File: src/rtl/pwr_seq_pkg.sv
package pwr_seq_pkg;

    typedef enum logic [3:0] {
        S_OFF,
        S_R1_UP,
        S_R1_WAIT,
        S_R2_UP,
        S_RST_WAIT,
        S_HOLD_WAIT,
        S_RUN,
        S_DN_RST,
        S_DN_R2,
        S_DN_WAIT
    } seq_state_e;

    typedef struct packed {
        logic en1;
        logic en2;
        logic rst_n;
    } rail_ctl_t;

    function automatic int max_of(input int a, input int b);
        return (a > b) ? a : b;
    endfunction

    function automatic rail_ctl_t decode_state(input seq_state_e s);
        rail_ctl_t c;
        c.en1   = (s != S_OFF);
        c.en2   = (s == S_R2_UP) || (s == S_RST_WAIT) || (s == S_HOLD_WAIT) ||
                  (s == S_RUN)   || (s == S_DN_RST);
        c.rst_n = (s == S_HOLD_WAIT) || (s == S_RUN);
        return c;
    endfunction

endpackage

File: src/rtl/pwr_seq_debounce.sv
module pwr_seq_debounce #(
    parameter int TICKS = 32
) (
    input  logic clk,
    input  logic rst,
    input  logic raw_i,
    output logic level_o,
    output logic rise_o
);
    localparam int CW = $clog2(TICKS + 1);
    localparam logic [CW-1:0] LAST = CW'(TICKS - 1);

    logic [CW-1:0] cnt;

    always_ff @(posedge clk) begin
        if (rst) begin
            cnt     <= '0;
            level_o <= 1'b0;
            rise_o  <= 1'b0;
        end else begin
            rise_o <= 1'b0;
            if (raw_i == level_o) begin
                cnt <= '0;
            end else if (cnt == LAST) begin
                cnt     <= '0;
                level_o <= raw_i;
                rise_o  <= raw_i;
            end else begin
                cnt <= cnt + 1'b1;
            end
        end
    end

    AST_LEVEL_FOLLOWS_RAW: assert property (@(posedge clk) disable iff (rst)
        !$stable(level_o) |-> ($past(raw_i) == level_o));

endmodule

File: src/rtl/pwr_seq_fsm.sv
module pwr_seq_fsm
    import pwr_seq_pkg::*;
#(
    parameter int RAIL_DLY_STD  = 4,
    parameter int RAIL_DLY_SLOW = 12,
    parameter int RESET_DLY     = 20,
    parameter int HOLD_TICKS    = 100
) (
    input  logic clk,
    input  logic rst,
    input  logic key_rise_i,
    input  logic chg_act_i,
    input  logic hold_i,
    input  logic pg1_i,
    input  logic pg2_i,
    input  logic slow_dly_i,
    output logic rail1_en_o,
    output logic rail2_en_o,
    output logic sys_rst_n_o,
    output logic key_irq_n_o
);
    localparam int MAXD = max_of(max_of(RAIL_DLY_STD, RAIL_DLY_SLOW),
                                 max_of(RESET_DLY, HOLD_TICKS));
    localparam int CW = $clog2(MAXD + 1);
    localparam logic [CW-1:0] LIM_STD  = CW'(RAIL_DLY_STD - 1);
    localparam logic [CW-1:0] LIM_SLOW = CW'(RAIL_DLY_SLOW - 1);
    localparam logic [CW-1:0] LIM_RST  = CW'(RESET_DLY - 1);
    localparam logic [CW-1:0] LIM_HOLD = CW'(HOLD_TICKS - 1);

    seq_state_e    state_q, state_d;
    logic [CW-1:0] cnt_q;
    logic [CW-1:0] rail_lim;
    logic          irq_q, irq_d;
    logic          fault;
    rail_ctl_t     ctl;

    assign rail_lim = slow_dly_i ? LIM_SLOW : LIM_STD;
    assign fault    = !pg1_i || !pg2_i;

    always_comb begin
        state_d = state_q;
        unique case (state_q)
            S_OFF:       if (chg_act_i || key_rise_i) state_d = S_R1_UP;
            S_R1_UP:     if (pg1_i) state_d = S_R1_WAIT;
            S_R1_WAIT:   if (cnt_q == rail_lim) state_d = S_R2_UP;
            S_R2_UP:     if (pg2_i) state_d = S_RST_WAIT;
            S_RST_WAIT:  if (cnt_q == LIM_RST) state_d = S_HOLD_WAIT;
            S_HOLD_WAIT: begin
                if (fault)                  state_d = S_DN_RST;
                else if (hold_i)            state_d = S_RUN;
                else if (cnt_q == LIM_HOLD) state_d = chg_act_i ? S_RUN : S_DN_RST;
            end
            S_RUN: begin
                if (fault || (!hold_i && !chg_act_i)) state_d = S_DN_RST;
            end
            S_DN_RST:    if (cnt_q == LIM_RST) state_d = S_DN_R2;
            S_DN_R2:     if (!pg2_i) state_d = S_DN_WAIT;
            S_DN_WAIT:   if (cnt_q == rail_lim) state_d = S_OFF;
            default:     state_d = S_OFF;
        endcase
    end

    always_comb begin
        irq_d = irq_q;
        if (state_q == S_OFF && !chg_act_i && key_rise_i)
            irq_d = 1'b1;
        else if ((state_q == S_HOLD_WAIT && state_d != S_HOLD_WAIT) || state_d == S_OFF)
            irq_d = 1'b0;
    end

    always_ff @(posedge clk) begin
        if (rst) begin
            state_q <= S_OFF;
            cnt_q   <= '0;
            irq_q   <= 1'b0;
        end else begin
            state_q <= state_d;
            irq_q   <= irq_d;
            if (state_d != state_q) cnt_q <= '0;
            else                    cnt_q <= cnt_q + 1'b1;
        end
    end

    assign ctl         = decode_state(state_q);
    assign rail1_en_o  = ctl.en1;
    assign rail2_en_o  = ctl.en2;
    assign sys_rst_n_o = ctl.rst_n;
    assign key_irq_n_o = !irq_q;

    AST_RAIL2_AFTER_RAIL1: assert property (@(posedge clk) disable iff (rst)
        $rose(rail2_en_o) |-> (rail1_en_o && $past(rail1_en_o)));

    AST_RESET_AFTER_RAILS: assert property (@(posedge clk) disable iff (rst)
        $rose(sys_rst_n_o) |-> (rail2_en_o && $past(rail2_en_o)));

    AST_RAIL2_OFF_AFTER_RESET: assert property (@(posedge clk) disable iff (rst)
        $fell(rail2_en_o) |-> $past(!sys_rst_n_o));

    AST_RAIL1_OFF_LAST: assert property (@(posedge clk) disable iff (rst)
        $fell(rail1_en_o) |-> (!rail2_en_o && $past(!rail2_en_o)));

    AST_FAULT_RESET: assert property (@(posedge clk) disable iff (rst)
        (sys_rst_n_o && fault) |=> !sys_rst_n_o);

    AST_IRQ_ONLY_FROM_OFF: assert property (@(posedge clk) disable iff (rst)
        $fell(key_irq_n_o) |-> ($past(state_q) == S_OFF && $past(key_rise_i)));

endmodule

File: src/rtl/handset_pwr_seq.sv
module handset_pwr_seq #(
    parameter int DEBOUNCE_TICKS = 32,
    parameter int RAIL_DLY_STD   = 4,
    parameter int RAIL_DLY_SLOW  = 12,
    parameter int RESET_DLY      = 20,
    parameter int HOLD_TICKS     = 100
) (
    input  logic clk,
    input  logic rst,
    input  logic key_i,
    input  logic chg_n_i,
    input  logic hold_i,
    input  logic pg1_i,
    input  logic pg2_i,
    input  logic slow_dly_i,
    output logic rail1_en_o,
    output logic rail2_en_o,
    output logic sys_rst_n_o,
    output logic key_irq_n_o
);
    localparam int NSRC    = 2;
    localparam int SRC_KEY = 0;
    localparam int SRC_CHG = 1;

    logic [NSRC-1:0] raw;
    logic [NSRC-1:0] level;
    logic [NSRC-1:0] rise;

    assign raw[SRC_KEY] = key_i;
    assign raw[SRC_CHG] = !chg_n_i;

    for (genvar g = 0; g < NSRC; g++) begin : g_db
        pwr_seq_debounce #(.TICKS(DEBOUNCE_TICKS)) u_db (
            .clk    (clk),
            .rst    (rst),
            .raw_i  (raw[g]),
            .level_o(level[g]),
            .rise_o (rise[g])
        );
    end

    pwr_seq_fsm #(
        .RAIL_DLY_STD (RAIL_DLY_STD),
        .RAIL_DLY_SLOW(RAIL_DLY_SLOW),
        .RESET_DLY    (RESET_DLY),
        .HOLD_TICKS   (HOLD_TICKS)
    ) u_fsm (
        .clk        (clk),
        .rst        (rst),
        .key_rise_i (rise[SRC_KEY]),
        .chg_act_i  (level[SRC_CHG]),
        .hold_i     (hold_i),
        .pg1_i      (pg1_i),
        .pg2_i      (pg2_i),
        .slow_dly_i (slow_dly_i),
        .rail1_en_o (rail1_en_o),
        .rail2_en_o (rail2_en_o),
        .sys_rst_n_o(sys_rst_n_o),
        .key_irq_n_o(key_irq_n_o)
    );

    AST_RESET_STATE: assert property (@(posedge clk)
        $past(rst) |-> (!rail1_en_o && !rail2_en_o && !sys_rst_n_o && key_irq_n_o));

endmodule

File: config.mk
export PLATFORM = sky130hd
export DESIGN_NAME = handset_pwr_seq
export DESIGN_NICKNAME = d
export VERILOG_FILES = /design/src/rtl/pwr_seq_pkg.sv /design/src/rtl/pwr_seq_debounce.sv /design/src/rtl/pwr_seq_fsm.sv /design/src/rtl/handset_pwr_seq.sv
export SDC_FILE = /design/constraint.sdc
export NUM_CORES = 1
export LEC_CHECK = 0
export CAP_MARGIN = 10
export CORE_MARGIN = 3
export CORE_UTILIZATION = 40
export DETAILED_ROUTE_END_ITERATION = 8
export PLACE_DENSITY_LB_ADDON = 0.15
export SLEW_MARGIN = 30
export SYNTH_ARGS = -nofsm -noshare
export SYNTH_HDL_FRONTEND = slang
export SYNTH_SLANG_ARGS = --single-unit
export TNS_END_PERCENT = 1
File: constraint.sdc
create_clock -name clk -period 5.1 [get_ports clk]
set_clock_uncertainty 0.1 [all_clocks]
set_input_delay 0.765 -clock clk [delete_from_list [all_inputs] [get_ports clk]]
set_output_delay 0.765 -clock clk [all_outputs]
set_load 0.01 [all_outputs]
==> results.md <==
* Status: finished clean
* Drt first pass iters at 4
* Starting Density at 42.3%
* Main synth FF type: dfxtp_1
* Post-Layout Cell Count at 224
* Commonest cells in the synthesized netlist: dfxtp_1, nor2_1, nor3_1
* Share of flip-flops with an asynchronous set or reset at 0%
* Total Power at approximately 330 uW
* Post-synth EDFFs at 0
* DIE HEIGHT at 65.9 um
* Setup violators final at 0
* Area growth syn-to-layout at 11.8%
* CTS sink cnt at 27
* Leakage at between 0.5 and 0.6 nW
* Crit path capture type: output port
* H-tree depth at 1
* Setup Slack @ Placement at 2180 ps
* Placed Area at 1570 um2
* Period Utilization, post-route at a little under three fifths
* Required @ worst endpoint at 4240 ps
* Final antenna-violating net count at 0
* Core ar. at 3390 um2
* Drt total wl at about 2900 um
* Final #Nets at 190
* Cells along the critical path: nor2b_1 -> a21boi_0 -> clkdlybuf4s50_1
* Die width at 65.9 um
* Path type of the worst min-delay path: reg -> reg
* Crit-path max FO at 12
* Hold Vio Cnt, Final at 0
* Synth warn at 0
* First-pass GRT wire length at a little under 5000 um
* Grt total ovfl at 0
* Clock buffer depth at 2
* Peak VDD IR at ~120 uV
* Syn_area_per_cell at 8.43 um2
* WHS at 363 ps
* I/O pin cnt at 12
* GPL Wtd Cong at between 0.8 and 0.9
* Vias in the first global route at 1149
* Synth Cell Area at about 1400 um2
* # rows at 21
* Port Buffers at 11
* Initial DRC count at 142
* Crit-path slowest cell: dfxtp_1
* Setup_tns at 0 ps
* Clk pin slew, worst setup/hold paths at 140 ps
* Die ar. at 4340 um2
* Final worst setup slack at about 2200 ps
* Share of cells above drive strength 1 at 7.30%
* Max Cap Viol at 0
* Tmin final at 2870 ps
* Critical path arrival at between 2000 and 2500 ps
* DP HPWL at 2160 um
* # resized after CTS at 0
* Pin count of the biggest net entering global routing at 18
* Worst-Margin Slew at 828 ps
* CTS Hold Bufs at 0
* Synthesized flop and latch total at 27
* Slew Limit Fails at 0
* Area leader, netlist: dfxtp_1
* Syn nets at between 150 and 200
* Top-area cell type share of the netlist area at 37.7%
* Top cells by area, synth: dfxtp_1, nor2_1, xnor2_1, xor2_1, nor3_1
* Slowest stage delay, CP at 600 ps
* Total placed cells including tap cells at 220
* Routed vias at 1205
* Max Freq at 348 MHz
* N_diodes at 0
* Unrepaired setup endpoints after global routing: false
* Post-synthesis instance total at 170
* Worst Setup Path Type: reg -> out
* Initial antenna violation count at 0
* CTS tree: built
* Power density over the cells at 209 nW/um2
* Drt wl/cell at 12.8 um
* Setup Buffers After CTS at 0
* Clock tree root driver cell: clkbuf_4
* Gr usage total at roughly 14%
* Seq/Total Area, Yosys at 37.7%
* Design area at 1600 um2
* Vias per cell at around 5.4
* Post-synth cell types at 45
* Final Util at between 40% and 50%
* TritonCTS buffer count at 3
* Clk_lat worst skew at roughly 330 ps
* Critical Path Start Type: register
* Relative slew slack at ~45%
* DR DRC count at 0
-- worst paths after layout --
| kind | from | slack, ps | to | cells after the start |
|---|---|---|---|---|
| min | g_db[1].u_db.cnt[0] | 360 | g_db[1].u_db.cnt[0] | 1 |
| min reg2reg | g_db[1].u_db.cnt[0] | 360 | g_db[1].u_db.cnt[0] | 1 |
| max | u_fsm.state_q[2] | 2230 | sys_rst_n_o | 3 |
| max reg2reg | u_fsm.cnt_q[0] | 2530 | u_fsm.cnt_q[4] | 6 |
-- worst max-delay path: cells and delay by family (launching register included) --
kind	cells	cell delay, ps
AO/OA/AOI/OAI	1	210
buffers and inverters	1	560
flip-flops	1	600
AND/OR/NAND/NOR	1	320
-- routing by layer --
metal / part of all wire, % / global-route usage, % / wire [um] / vias up
li1: - / - / - / 617
met1: 48 / 17.3 / 1370 / 560
met2: 47 / 23.8 / 1360 / 22
met3: 3.2 / 2.55 / 93 / 6
met4: 1.7 / 5.18 / 48 / 0
met5: 0 / 0 / 0 / -
-- where the power goes --
part           internal, mW  switching [mW]  leakage, nW
registers             0.215         0.00287        0.219
logic                0.0119          0.0115        0.308
clock network        0.0300          0.0633       0.0139
-- area by class of cell --
cell class | count | area, um2
Timing Repair Buffer | 11 | 110
Clock buffer | 3 | 22.5
Inverter | 7 | 26.3
Fill cell | 322 | 1790
Multi-Input combinational cell | 129 | 838
Tap cell | 46 | 57.6
Clock inverter | 1 | 7.51
Sequential cell | 27 | 541
-- kinds of logic (layout without fill, tap and decap cells) --
| group | Yosys count | count (layout) | synth area share (%) |
|---|---|---|---|
| simple gates | 85 | 85 | 32.2 |
| xor+xnor | 16 | 16 | 9.77 |
| fa+ha+maj | 3 | 3 | 2.62 |
| compound gates | 24 | 24 | 13.2 |
| flops | 27 | 27 | 37.7 |
| mux | 1 | 1 | 0.698 |
| buf+inv | 14 | 22 | 3.84 |
-- sequential cells by signal, summed over array words and instances, names as in the netlist --
name	count
u_fsm.state_q	4
g_db.u_db.cnt	12
u_fsm.irq_q	1
g_db.u_db.rise_o	1
u_fsm.cnt_q	7
g_db.u_db.level_o	2
-- cell usage in the layout (no fill, tap or decap), types with 4 or more instances in the layout --
master            n
nor2_1           27
dfxtp_1          27
nor3_1           12
clkdlybuf4s50_1  11
nand3_1          10
nand2_1           8
xor2_1            8
xnor2_1           8
inv_1             7
a21oi_1           6
nand2b_1          4
Power figures use the tool's default switching activity.
